$ cat config.mk
export PLATFORM = sky130hd
export DESIGN_NAME = lsu_core
export DESIGN_NICKNAME = d
export VERILOG_FILES = /design/src/rtl/lsu_pkg.sv /design/src/rtl/lsu_addr_gen.sv /design/src/rtl/lsu_tag_fifo.sv /design/src/rtl/lsu_load_align.sv /design/src/rtl/lsu_core.sv
export SDC_FILE = /design/constraint.sdc
export NUM_CORES = 1
export LEC_CHECK = 0
export BUFFER_PORTS_ARGS = -buffer_cell sky130_fd_sc_hd__buf_2
export CAP_MARGIN = 20
export CORE_UTILIZATION = 47
export CTS_CLUSTER_DIAMETER = 60
export DETAILED_ROUTE_END_ITERATION = 10
export PLACE_DENSITY_LB_ADDON = 0.08
export SLEW_MARGIN = 5
export SYNTH_ARGS = -nofsm -noshare
export SYNTH_HDL_FRONTEND = slang
export SYNTH_HIERARCHICAL = 1
export SYNTH_SLANG_ARGS = --single-unit
$ cat constraint.sdc
create_clock -name clk -period 3.1 [get_ports clk]
set_input_delay 0.155 -clock clk [delete_from_list [all_inputs] [get_ports clk]]
set_output_delay 0.155 -clock clk [all_outputs]
set_load 0.02 [all_outputs]
$ cat src/rtl/lsu_pkg.sv
package lsu_pkg;

    localparam int XLEN    = 32;
    localparam int RD_W    = 5;
    localparam int LANES   = XLEN / 8;
    localparam int WADR_W  = XLEN - 2;

    // access size in funct3[1:0]
    localparam logic [1:0] SZ_BYTE = 2'b00;
    localparam logic [1:0] SZ_HALF = 2'b01;

    typedef struct packed {
        logic            is_store;
        logic            zero_ext;
        logic [1:0]      size;
        logic [1:0]      offs;
        logic [RD_W-1:0] rd;
    } tag_t;

    typedef struct packed {
        logic            valid;
        logic            we;
        logic [RD_W-1:0] rd;
        logic [XLEN-1:0] data;
    } result_t;

    function automatic logic [LANES-1:0] lane_mask(logic [1:0] size, logic [1:0] offs);
        case (size)
            SZ_BYTE: return 4'b0001 << offs;
            SZ_HALF: return 4'b0011 << {offs[1], 1'b0};
            default: return 4'b1111;
        endcase
    endfunction

    function automatic logic [XLEN-1:0] lane_data(logic [1:0] size, logic [XLEN-1:0] w);
        case (size)
            SZ_BYTE: return {4{w[7:0]}};
            SZ_HALF: return {2{w[15:0]}};
            default: return w;
        endcase
    endfunction

    function automatic logic [XLEN-1:0] extract(logic [1:0] size, logic zext,
                                                logic [1:0] offs, logic [XLEN-1:0] word);
        logic [XLEN-1:0] sh;
        sh = word >> {offs, 3'b000};
        case (size)
            SZ_BYTE: return zext ? {24'b0, sh[7:0]}  : {{24{sh[7]}}, sh[7:0]};
            SZ_HALF: return zext ? {16'b0, sh[15:0]} : {{16{sh[15]}}, sh[15:0]};
            default: return word;
        endcase
    endfunction

endpackage

$ cat src/rtl/lsu_addr_gen.sv
module lsu_addr_gen
    import lsu_pkg::*;
(
    input  logic [XLEN-1:0]   base_i,
    input  logic [XLEN-1:0]   disp_i,
    input  logic [1:0]        size_i,
    input  logic [XLEN-1:0]   wdata_i,
    output logic [WADR_W-1:0] wadr_o,
    output logic [1:0]        offs_o,
    output logic [LANES-1:0]  sel_o,
    output logic [XLEN-1:0]   wdata_o
);
    logic [XLEN-1:0] ea;

    always_comb begin
        ea      = base_i + disp_i;
        wadr_o  = ea[XLEN-1:2];
        offs_o  = ea[1:0];
        sel_o   = lane_mask(size_i, ea[1:0]);
        wdata_o = lane_data(size_i, wdata_i);
    end
endmodule

$ cat src/rtl/lsu_tag_fifo.sv
module lsu_tag_fifo
    import lsu_pkg::*;
#(
    parameter int DEPTH = 2
) (
    input  logic clk,
    input  logic rst,
    input  logic push_i,
    input  tag_t din_i,
    input  logic pop_i,
    output tag_t dout_o,
    output logic full_o
);
    localparam int PW = (DEPTH > 1) ? $clog2(DEPTH) : 1;
    localparam int CW = $clog2(DEPTH + 1);
    localparam logic [PW-1:0] LAST = PW'(DEPTH - 1);

    tag_t          slots [DEPTH];
    logic [PW-1:0] wptr, rptr;
    logic [CW-1:0] count;
    logic          empty;

    assign empty  = (count == '0);
    assign full_o = (count == CW'(DEPTH));
    assign dout_o = slots[rptr];

    always_ff @(posedge clk) begin
        if (rst) begin
            wptr  <= '0;
            rptr  <= '0;
            count <= '0;
        end else begin
            if (push_i) begin
                slots[wptr] <= din_i;
                wptr        <= (wptr == LAST) ? '0 : wptr + 1'b1;
            end
            if (pop_i)
                rptr <= (rptr == LAST) ? '0 : rptr + 1'b1;
            if (push_i && !pop_i)
                count <= count + 1'b1;
            else if (!push_i && pop_i)
                count <= count - 1'b1;
        end
    end


    resp_has_tag_chk: assert property (@(posedge clk) disable iff (rst)
        pop_i |-> !empty);
endmodule

$ cat src/rtl/lsu_load_align.sv
module lsu_load_align
    import lsu_pkg::*;
#(
    parameter bit REG_STAGE = 1'b1
) (
    input  logic            clk,
    input  logic            rst,
    input  logic            rvalid_i,
    input  logic [XLEN-1:0] rdata_i,
    input  tag_t            tag_i,
    output result_t         res_o
);
    result_t fmt;

    always_comb begin
        fmt.valid = rvalid_i;
        fmt.we    = rvalid_i && !tag_i.is_store;
        fmt.rd    = tag_i.rd;
        fmt.data  = extract(tag_i.size, tag_i.zero_ext, tag_i.offs, rdata_i);
    end

    generate
        if (REG_STAGE) begin : g_reg
            result_t q;
            always_ff @(posedge clk) begin
                if (rst) q <= '0;
                else     q <= fmt;
            end
            assign res_o = q;


            reg_delay_chk: assert property (@(posedge clk) disable iff (rst)
                res_o.valid |-> $past(rvalid_i));
        end else begin : g_comb
            assign res_o = fmt;
        end
    endgenerate


    we_needs_valid_chk: assert property (@(posedge clk) disable iff (rst)
        res_o.we |-> res_o.valid);
endmodule

$ cat src/rtl/lsu_core.sv
module lsu_core
    import lsu_pkg::*;
#(
    parameter int MAX_OUTSTANDING = 2,
    parameter bit REG_READ        = 1'b1
) (
    input  logic              clk,
    input  logic              rst,
    input  logic              req_en_i,
    input  logic              req_store_i,
    input  logic [2:0]        req_funct3_i,
    input  logic [XLEN-1:0]   req_base_i,
    input  logic [XLEN-1:0]   req_disp_i,
    input  logic [XLEN-1:0]   req_wdata_i,
    input  logic [RD_W-1:0]   req_rd_i,
    output logic              busy_o,
    output logic              bus_req_o,
    output logic              bus_we_o,
    output logic [WADR_W-1:0] bus_adr_o,
    output logic [LANES-1:0]  bus_sel_o,
    output logic [XLEN-1:0]   bus_wdata_o,
    input  logic              bus_ack_i,
    input  logic              bus_rvalid_i,
    input  logic [XLEN-1:0]   bus_rdata_i,
    output logic              res_valid_o,
    output logic              res_we_o,
    output logic [RD_W-1:0]   res_rd_o,
    output logic [XLEN-1:0]   res_data_o
);
    logic       q_full, accept;
    logic [1:0] offs;
    tag_t       new_tag, head_tag;
    result_t    res;

    lsu_addr_gen u_agen (
        .base_i  (req_base_i),
        .disp_i  (req_disp_i),
        .size_i  (req_funct3_i[1:0]),
        .wdata_i (req_wdata_i),
        .wadr_o  (bus_adr_o),
        .offs_o  (offs),
        .sel_o   (bus_sel_o),
        .wdata_o (bus_wdata_o)
    );

    assign bus_req_o = req_en_i && !q_full;
    assign bus_we_o  = req_store_i;
    assign accept    = bus_req_o && bus_ack_i;
    assign busy_o    = q_full || (req_en_i && !bus_ack_i);

    always_comb begin
        new_tag.is_store = req_store_i;
        new_tag.zero_ext = req_funct3_i[2];
        new_tag.size     = req_funct3_i[1:0];
        new_tag.offs     = offs;
        new_tag.rd       = req_rd_i;
    end

    lsu_tag_fifo #(.DEPTH(MAX_OUTSTANDING)) u_tags (
        .clk    (clk),
        .rst    (rst),
        .push_i (accept),
        .din_i  (new_tag),
        .pop_i  (bus_rvalid_i),
        .dout_o (head_tag),
        .full_o (q_full)
    );

    lsu_load_align #(.REG_STAGE(REG_READ)) u_align (
        .clk      (clk),
        .rst      (rst),
        .rvalid_i (bus_rvalid_i),
        .rdata_i  (bus_rdata_i),
        .tag_i    (head_tag),
        .res_o    (res)
    );

    assign res_valid_o = res.valid;
    assign res_we_o    = res.we;
    assign res_rd_o    = res.rd;
    assign res_data_o  = res.data;


    limit_busy_chk: assert property (@(posedge clk) disable iff (rst)
        q_full |-> busy_o);


    stall_busy_chk: assert property (@(posedge clk) disable iff (rst)
        (bus_req_o && !bus_ack_i) |-> busy_o);


    sel_shape_chk: assert property (@(posedge clk) disable iff (rst)
        bus_req_o |-> ($countones(bus_sel_o) == 1 || $countones(bus_sel_o) == 2
                       || $countones(bus_sel_o) == 4));


    idle_quiet_chk: assert property (@(posedge clk) disable iff (rst)
        !req_en_i |-> !bus_req_o);
endmodule

Word-level counts from Yosys, hierarchy flattened
Memory sizes are Yosys's and may differ from the RTL's. A register that Yosys moved wholly into a read port is not among the register bits.
Index checks and enable logic that the tools add are counted.
{ "op_classes": {"n_addsub": 5, "mul": 0, "n_div": 0, "n_lt_le_gt_ge": 0, "n_eq_ne": 3, "shifts": 3, "muxes": 14, "n_bitwise": 0, "n_reduce_logical": 15} }
{ "ops": {"columns": ["op", "count"], "rows": [
  ["$pmux 32 s2", 2],
  ["$mux 32", 2],
  ["$add 32x32->32", 1],
  ["$shr 32x5->16", 1],
  ["$pmux 4 s2", 1],
  ["$mux 1", 7],
  ["$logic_and 1x1->1", 6],
  ["$logic_not 1->1", 5],
  ["$eq 2x1->1 const B", 2],
  ["$logic_not 2->1", 2],
  ["$mux 2", 2],
  ["$shl 1x2->4 const A", 1],
  ["$shl 2x2->4 const A", 1],
  ["$add 1x1->1 const B", 2],
  ["$add 2x1->2 const B", 1],
  ["$eq 2x2->1 const B", 1],
  ["$reduce_bool 2->1", 1],
  ["$sub 2x1->2 const B", 1],
  ["$logic_or 1x1->1", 1]
]} }
{ "totals": {"ff_bits": 43, "latch_bits": 0, "ram_bits": 22, "rom_bits": 0, "in_bits": 142, "output_inout_bits": 108, "elab_cells": 48, "n_memories": 1} }
{ "mem_list": {"columns": ["name", "depth", "width", "read_ports", "rd_clocked_by_memory_dff", "write_ports", "line", "source"], "rows": [
  ["u_tags.slots", 2, 11, 1, 1, 1, "lsu_tag_fifo.sv:18", "tag_t slots [DEPTH];"]
]} }

Logic depth before layout (Yosys ltp)
Gate-level depths: netlist (run 1).
{ "depth": {"depth_word": 8, "ltp_mapped": 10, "mapped_depth_nobuf": 10} }

Modules after synthesis
Netlist (run 1), hierarchy kept.
{ "modules_own_cells": {"columns": ["mod", "n_inst", "cells_per_inst", "area_per_inst_um2", "seq_area_each_um2"], "rows": [
  ["lsu_addr_gen", 1, 305, 2267.2, 0.0],
  ["lsu_load_align", 1, 172, 1550.2, 780.7],
  ["lsu_tag_fifo", 1, 55, 997.2, 760.7],
  ["lsu_core", 1, 5, 38.8, 0.0]
]} }

Least setup slack after synthesis (run 1)
OpenSTA, ideal clock, no wires.
{ "synth_timing": {"path_kind": "input to output", "from": "in req_base_i[0]", "to": "out bus_adr_o[16]", "t_arrival_ps": 2363, "required_time_ps": 2945, "setup_slack_ps": 582, "cell_stages": 10, "n_path_buf": 0, "cell_sequence": "ha_1 -> inv_1 -> fa_1 -> and2b_1 -> o2111ai_1 -> a21o_1 -> a211oi_4 -> a21oi_1 -> mux2i_1 -> a311oi_1"} }
{ "synth_between": {"elab_chain_len": 1} }
{ "synth_lines": {"columns": ["item", "line", "source"], "rows": [
  ["from (decl)", "lsu_core.sv:12", "input logic [XLEN-1:0] req_base_i,"],
  ["$add 32x32->32", "lsu_addr_gen.sv:16", "ea = base_i + disp_i;"],
  ["to (decl)", "lsu_core.sv:19", "output logic [WADR_W-1:0] bus_adr_o,"]
]} }
No other way between the ends.

Worst setup path after layout (run 1)
{ "layout_timing": {"from": "in req_base_i[0]", "to": "out bus_adr_o[22]"} }
The elaborated chain is that of the path after synthesis.

==> results summary, run 1 <==
The flow ran to the end, and the final reports show no timing, DRC or antenna violations. In this run the clock root is driven by a sky130_fd_sc_hd__clkbuf_8. The detailed router finished its first iteration with 216 violations.

The kind of end point of the critical path is an output port. The power consumption came out at 2.74 mW. Setup repair after global routing left no endpoint under its margin. TritonCTS built the clock tree. Data arrives at the worst endpoint at 2.62 ns. The area share of fa/ha/maj cells after synthesis came out at 0.0866.

The required time of the critical path came out at 2.94 ns. The post-route cell area came out at 6280 um^2. The floorplan step defined a core boundary enclosing 9910 um^2. The total number of yosys warnings is 6. The wire length of the first global-routing pass came out at 21.0 mm. The number of buffers created by CTS came out at 9. The tightest min-delay check is of the in -> reg type. The post-route DRC violation count is 0. Derived from the worst setup path, the maximum achievable clock frequency is 360 MHz. The cell type of the slowest stage on the worst timing path is sky130_fd_sc_hd__fa_1. The die covers 10700 um^2. The utilization after layout came out at 0.634. The worst IR drop on VDD came out at 0.207 mV.

The shortest period the worst path allows came out at 2.78 ns. The cell count after synthesis is 537. The placement-stage cell area is 6050 um^2. The final max-slew violation count is 0. The share of the clock period used by the worst path after layout came out at 0.896. STA classifies the critical path startpoint as a primary input. The growth of design area from synthesis to finish came out at 29.4%.

The clock insertion delay at the later pin of the skew report came out at 0.34 ns. The fill cell total of the finished layout came out at 912. The starting density of the core is 0.490. The post-synthesis instance area is 4850 um^2. The post-synthesis share of cell area spent on and, or, nand and nor gates is 0.146. The number of enable-type register cells in the synthesized netlist is 22. By area, the combinational part of the netlist is dominated by compound AO/OA/AOI/OAI gates.

Setup violations remaining at the end of the flow were counted as 0. The detailed-router iteration count before antenna repair came out at 5. The number of setup buffers added after CTS is 0. The final hold violation count came out at 0. The H-tree generated during clock tree synthesis spans 3 levels.

Detailed placement ended at an HPWL of 10.5 mm. The flip-flop cell with the highest count after synthesis is sky130_fd_sc_hd__dfxtp_1. In this run the tightest slew margin relative to its limit is 0.490. Of all flip-flops after synthesis, the portion carrying an async set or reset was 0. The total number of nets in the final design came out at 944.

The tool flagged a number of max-cap violations equal to 0. The mux share of post-synthesis cell area is 0.106. The die width is 104 um. The critical path goes through buf_2 > ha_1 > inv_1 > fa_1 > and2b_1 > o2111ai_1 > a21o_1 > a211oi_4 > a211oi_2 > o31ai_1 > xor2_1 > buf_2.

The synthesized-area fraction occupied by ao, oa, aoi and oai cells was 0.226. Timing analysis after detailed placement gives a worst setup slack of 0.369 ns. The number of port buffers is 249. Final hold analysis gives a worst-case slack of 0.0205 ns. The static leakage is 3.05 nW. The number of placement rows came out at 36. After routing, the total negative slack on setup checks comes to 0 ns.

The post-synthesis sequential element count is 66. The buffers plus inverters on the worst setup path is 3. The routed layout has 4862 vias. The number of nets in the synthesized netlist is 712. The number of standard cells in the final layout excluding fillers came out at 907. The clock slew seen by the registers of the worst setup and hold paths is 0.07 ns.

The post-synthesis average cell area is 9.04 um^2. The most common cell type on the critical path is sky130_fd_sc_hd__buf_2. After detailed routing, the number of vias per cell comes to 5.36.

The share of the Yosys chip area taken by registers is 0.318. Summed over all layers, the routed wires come to 13.1 mm. The power density relative to cell area is 436 nW/um^2. At the pin with the least slew margin, the transition time is 0.765 ns.

The placed instance count came out at 885. After detailed routing, the average wire length per cell comes to 14.5 um. Along the worst path, the maximum fanout reaches 4. The distinct cell type count after synthesis is 65. The initial antenna violation count is 0. Entering global routing, the biggest net connects 46 pins. The proportion of layout cells with a drive suffix above 1 came out at 0.404. The cell family contributing the most delay on the critical path is compound AO/OA/AOI/OAI gates. Between clock sinks in the finished design, the worst skew comes to 0.00605 ns. The via count of the first global-routing pass came out at 4420. The total global-route track usage came out at 0.240. The worst setup path is of the in -> out kind. The routability-driven placement congestion ratio came out at 0.882. Of the total synthesized cell area, the portion taken by XOR and XNOR cells is 0.0596. The I/O pin total came out at 250. The final worst setup slack is 0.323 ns. The post-cts gate resize count came out at 0. The biggest cell delay along the critical path is 0.39 ns. The number of nets with antenna violations after routing is 0.

The y dimension of the die is 104 um. The repair_antennas step left the layout with diodes totalling 0. The number of clock sinks came out at 66. The deepest clock path buffer count came out at 2. The hold buffer count at CTS is 6. For this run the aggregate overflow at the end of global routing stands at 0.
report_power, final:
group	leakage (nW)	total (mW)	internal [mW]	switching, mW
Sequential	0.564	0.972	0.952	0.0191
Clock	0.0870	0.621	0.291	0.329
Combinational	2.40	1.15	0.456	0.693
Total	3.05	2.74	1.70	1.04
path summary, 6_finish.rpt:
kind / start / to / slack (ns) / cells after the start
hold reg to reg: u_tags/count[1] / u_tags/count[1] / 0.49 / 2
setup / recovery: req_base_i[0] / bus_adr_o[22] / 0.32 / 12
hold / removal: req_store_i / u_tags/slots[1][10] / 0.02 / 1
setup reg to reg: register / u_align/res_o[20] / 0.72 / 5
per-layer routing:
metal,wire [um],track usage
met1,5750,0.305
met2,6250,0.401
met3,870,0.0554
met4,263,0.0776
met5,0,0
layout make-up:
| class | instances | area [um^2] | share of cell area |
|---|---|---|---|
| Clock inverter | 6 | 41.3 | 0.00657 |
| Multi-Input combinational cell | 421 | 3030 | 0.483 |
| Sequential cell | 66 | 1540 | 0.245 |
| Inverter | 14 | 52.6 | 0.00836 |
| Tap cell | 133 | 166 | 0.0265 |
| Timing Repair Buffer | 257 | 1320 | 0.210 |
| Clock buffer | 10 | 128 | 0.0203 |
placed cells by master, fill, tap and decap left out, types with 6 or more instances in the layout:
cell / netlist / routed
sky130_fd_sc_hd__a21o_1: 18 / 18
sky130_fd_sc_hd__a21oi_1: 66 / 66
sky130_fd_sc_hd__a22oi_1: 9 / 9
sky130_fd_sc_hd__buf_2: 3 / 249
sky130_fd_sc_hd__clkbuf_8: 1 / 9
sky130_fd_sc_hd__dfxtp_1: 44 / 44
sky130_fd_sc_hd__dlygate4sd3_1: 0 / 6
sky130_fd_sc_hd__edfxtp_1: 22 / 22
sky130_fd_sc_hd__ha_1: 32 / 32
sky130_fd_sc_hd__inv_1: 14 / 14
sky130_fd_sc_hd__mux2_2: 27 / 27
sky130_fd_sc_hd__mux2i_1: 19 / 19
sky130_fd_sc_hd__nand2_1: 48 / 48
sky130_fd_sc_hd__nand2b_1: 7 / 7
sky130_fd_sc_hd__nand4_1: 7 / 7
sky130_fd_sc_hd__nor2_1: 34 / 34
sky130_fd_sc_hd__nor2b_1: 13 / 13
sky130_fd_sc_hd__nor3_1: 14 / 14
sky130_fd_sc_hd__o21ai_0: 17 / 17
sky130_fd_sc_hd__o21bai_1: 11 / 11
sky130_fd_sc_hd__o2bb2ai_1: 7 / 7
sky130_fd_sc_hd__xnor2_1: 19 / 19
sky130_fd_sc_hd__xor2_1: 14 / 14
state kept, by name (all words and copies together) (netlist names), named ones only:
register	count
u_align/res_o	39
u_tags/count	2
u_tags/rptr	1
u_tags/slots	22
u_tags/wptr	1
logic make-up (layout without fill, tap and decap cells):
kind of cell | count (synthesis) | after routing
mux | 47 | 47
flops | 66 | 66
xor+xnor | 33 | 33
compound gates | 164 | 164
fa+ha+maj | 33 | 33
buf+inv | 50 | 287
simple gates | 144 | 144
Yosys cell counts, types with 2 or more instances:
library cell / instances / area share
sky130_fd_sc_hd__o21ai_0: 17 / 0.018
sky130_fd_sc_hd__a21oi_1: 66 / 0.068
sky130_fd_sc_hd__buf_4: 9 / 0.014
sky130_fd_sc_hd__buf_6: 6 / 0.014
sky130_fd_sc_hd__buf_1: 3 / 0.0023
sky130_fd_sc_hd__inv_1: 14 / 0.011
sky130_fd_sc_hd__nor3b_1: 2 / 0.0031
sky130_fd_sc_hd__a21o_1: 18 / 0.028
sky130_fd_sc_hd__o31ai_1: 4 / 0.0062
sky130_fd_sc_hd__o21ai_1: 2 / 0.0021
sky130_fd_sc_hd__o21bai_1: 11 / 0.017
sky130_fd_sc_hd__a22oi_1: 9 / 0.014
sky130_fd_sc_hd__nand2_1: 48 / 0.037
sky130_fd_sc_hd__clkbuf_1: 14 / 0.011
sky130_fd_sc_hd__mux2_2: 27 / 0.063
sky130_fd_sc_hd__nor2_1: 34 / 0.026
sky130_fd_sc_hd__nor3_1: 14 / 0.014
sky130_fd_sc_hd__mux2i_1: 19 / 0.039
sky130_fd_sc_hd__a211oi_1: 4 / 0.0062
sky130_fd_sc_hd__ha_1: 32 / 0.082
sky130_fd_sc_hd__nand3_1: 3 / 0.0031
sky130_fd_sc_hd__xnor2_1: 19 / 0.034
sky130_fd_sc_hd__xor2_1: 14 / 0.025
sky130_fd_sc_hd__nand4_1: 7 / 0.0090
sky130_fd_sc_hd__edfxtp_1: 22 / 0.14
sky130_fd_sc_hd__dfxtp_1: 44 / 0.18
sky130_fd_sc_hd__o31ai_2: 2 / 0.0052
sky130_fd_sc_hd__or3_1: 2 / 0.0026
sky130_fd_sc_hd__a21oi_2: 2 / 0.0036
sky130_fd_sc_hd__o211ai_1: 4 / 0.0062
sky130_fd_sc_hd__and2_1: 2 / 0.0026
sky130_fd_sc_hd__buf_2: 3 / 0.0031
sky130_fd_sc_hd__nor2b_1: 13 / 0.017
sky130_fd_sc_hd__o2bb2ai_1: 7 / 0.013
sky130_fd_sc_hd__o21a_1: 4 / 0.0062
sky130_fd_sc_hd__nand2b_1: 7 / 0.0090
Power figures use the tool's default switching activity.
==> run 2: changes to the inputs <==
BUFFER_PORTS_ARGS = -buffer_cell sky130_fd_sc_hd__buf_4   (was -buffer_cell sky130_fd_sc_hd__buf_2)
CORE_UTILIZATION = 42   (was 47)
clock period = 2.4 ns   (was 3.1 ns; I/O delays follow)
==> results summary, run 2 (synthesis results as in run 1) <==
The run finished, with violations left. The final reports fail on setup timing. The number of buffers created by CTS was 9 (unchanged). The fill cell total of the finished layout came out at 934 (+2.4%). The global-route met2 utilization was 0.394 (-0.00634). The maximum frequency from static timing analysis is 402 MHz. The total global-route track usage came out at 0.231 (-0.00918). The largest individual stage delay along the critical path comes from the cell sky130_fd_sc_hd__fa_2.

The worst setup path is captured at an output port. The number of clock sinks was 66 (unchanged). The number of placement rows came to 38 (+5.6%). Traced cell by cell, the critical path runs through buf_8 > ha_4 > inv_2 > fa_2 > and2b_1 > o2111ai_2 > a21o_1 > a211oi_4 > a211oi_2 > o41ai_2 > xor2_2 > buf_4.

The leading cell type in the layout, fill and taps excluded is sky130_fd_sc_hd__buf_4. The area enclosed by the die boundary came out at 12000 um^2 (+12%). The number of failing setup endpoints in the final timing report was 4 (+4). The biggest cell delay along the critical path came out at 0.33 ns (-0.06 ns).

The worst hold margin is 0.0629 ns (+0.0423 ns). The final worst setup slack is -0.0850 ns (-0.408 ns). The die width came out at 109 um (+5.7%).

The number of violations reported at the end of detailed-routing iteration 0 came to 264 (+22%). The global route total overflow is 0 (unchanged). The clock insertion delay at the later pin of the skew report is 0.32 ns (-0.02 ns). The y dimension of the die is 109 um (+5.7%). The via total after detailed routing is 4971 (+2.2%). The arrival time at the worst endpoint came out at 2.37 ns (-0.25 ns). The number of flip-flops under the largest register name came out at 39 (unchanged). The clock slew seen by the registers of the worst setup and hold paths came out at 0.05 ns (-0.02 ns). The final hold violation count is 0 (unchanged). The growth of design area from synthesis to finish came out at 51.3%. The via count of the first global-routing pass is 4572 (+3.4%). The multi-input logic area was 3100 um^2 (+2.4%). The half-perimeter wire length of the detailed placement result came out at 11.4 mm (+9.0%). The starting density of the core came out at 0.440 (-0.0498). The met1 demand-to-capacity share in global routing is 0.296 (-0.00863). The met3 track demand over resource in global routing is 0.0356 (-0.0198).

The worst IR drop on VDD came to 0.533 mV (+160%). TritonCTS built the clock tree. The worst-margin pin slew is 0.658 ns (-0.107 ns).

The proportion of layout cells with a drive suffix above 1 is 0.432 (+0.0272). The type of the worst setup path is in -> out. The worst setup timing slack at the placement stage came out at -0.189 ns (-0.557 ns).

The share of the clock period used by the worst path after layout came out at 1.04. The worst max-slew margin expressed relative to the limit is 0.560 (+0.0699). The routability-driven placement congestion ratio came out at 0.909 (+3.1%). The wire length of the first global-routing pass is 21.8 mm (+3.8%). The maximum fanout along the worst path is 4 (unchanged). The final max-slew violation count came out at 0 (unchanged). The utilization after layout was 0.666 (+0.0316).

The shortest period the worst path allows came out at 2.49 ns. The I/O pin total is 250 (unchanged). The setup total negative slack came out at -0.314 ns (-0.314 ns). The via density per instance came out at 5.31 (-1.0%). The power consumption came out at 4.48 mW (+63%). In this run the worst hold path is classified as in -> reg. Setup repair after global routing could not meet its margin everywhere.

The worst clock skew on the final layout is 0.00448 ns (-0.00158 ns). The detailed-router iteration count before antenna repair was 5 (unchanged). The storage element area came out at 1540 um^2 (unchanged). The library cells used most frequently in the layout, excluding fill and tap cells, are sky130_fd_sc_hd__buf_4 (270), sky130_fd_sc_hd__a21oi_1 (66), sky130_fd_sc_hd__nand2_1 (48). The deepest clock path buffer count came out at 2 (unchanged).

The total number of nets in the final design is 967 (+2.4%). The core area was 11000 um^2 (+11%). In this run the most used layer during global routing was met2.

The depth of the CTS H-tree is 3 (unchanged). The largest net degree at the start of global routing came out at 46 (unchanged). The worst setup path is launched from a primary input. The static leakage came out at 3.44 nW (+13%). The total detailed-routing wirelength came to 14.4 mm (+9.4%). The number of port buffers was 249 (unchanged). The average wire per cell in the routed design is 15.3 um (+5.9%). The power density relative to cell area is 610 nW/um^2 (+40%). The post-route DRC violation count was 0 (unchanged). The initial antenna violation count is 0 (unchanged). The total inserted antenna cells came out at 0 (unchanged). The max-capacitance violation count is 0 (unchanged).

The number of nets with antenna violations after routing came out at 0 (unchanged). The root buffer cell chosen for the clock tree is sky130_fd_sc_hd__clkbuf_16. The required time of the critical path was 2.28 ns (-0.66 ns).
==> run 2: cell types whose count changed in the layout (fill, tap and decap cells not counted), moves of 2 or more <==
cell | previous run | this run
sky130_fd_sc_hd__a211oi_1 | 4 | 2
sky130_fd_sc_hd__a211oi_2 | 1 | 3
sky130_fd_sc_hd__buf_2 | 249 | 0
sky130_fd_sc_hd__buf_4 | 2 | 270
sky130_fd_sc_hd__buf_6 | 0 | 2
sky130_fd_sc_hd__bufinv_16 | 0 | 3
sky130_fd_sc_hd__clkbuf_16 | 0 | 9
sky130_fd_sc_hd__clkbuf_8 | 9 | 0
==> run 2: final timing paths <==
path | start | to | slack [ns] | depth (start not counted)
setup reg to reg | register | u_align/res_o[25] | 0.28 | 6
hold reg to reg | u_tags/count[1] | u_tags/count[1] | 0.50 | 2
setup / recovery | req_base_i[0] | bus_adr_o[26] | -0.09 | 12
hold / removal | bus_rdata_i[5] | u_align/res_o[5] | 0.06 | 3
==> run 2: metal layers <==
metal  wire length (um)  share of wire  vias up
met4                233          0.016        0
met3                783          0.054       20
met1               6300           0.44     2323
met2               7050           0.49      176
li1                   -              -     2452
met5                  0              0        -
==> run 2: final cells by class <==
cell class,instances,area share
flip-flops and latches,66,0.210
well taps,140,0.0239
clock inverters,5,0.0140
inverters,14,0.00716
clock buffers,11,0.0317
repair buffers,280,0.291
multi-input cells,421,0.423
==> run 2: timing repair <==
item | CTS | global route
buffers inserted | 2 | 3
endpoints found under the hold margin | 14 | 0
endpoints found under the setup margin | 8 | 16
hold buffers | 7 | 0
gates resized for setup | 8 | 7
pin swaps | 8 | 9
==> run 2: stage by stage <==
step / cells / instance area [um^2]
2_1_floorplan: 537 / 4870
3_3_place_gp: 909 / 6830
3_5_place_dp: 909 / 6830
4_1_cts: 934 / 7280
5_1_grt: 937 / 7340
6_report: 937 / 7340
==> run 2: power by group <==
group	leakage, nW	switching (mW)	internal [mW]	total (mW)
Sequential	0.564	0.0253	1.23	1.26
Combinational	2.72	0.949	0.824	1.77
Clock	0.160	0.437	1.01	1.45
==> run 2: worst max-delay path: cells and delay by family <==
kind            cells  cell delay, ns
compound gates      5            1.13
fa+ha+maj           2            0.46
xor+xnor            1            0.15
simple gates        1            0.25
buf+inv             3            0.26
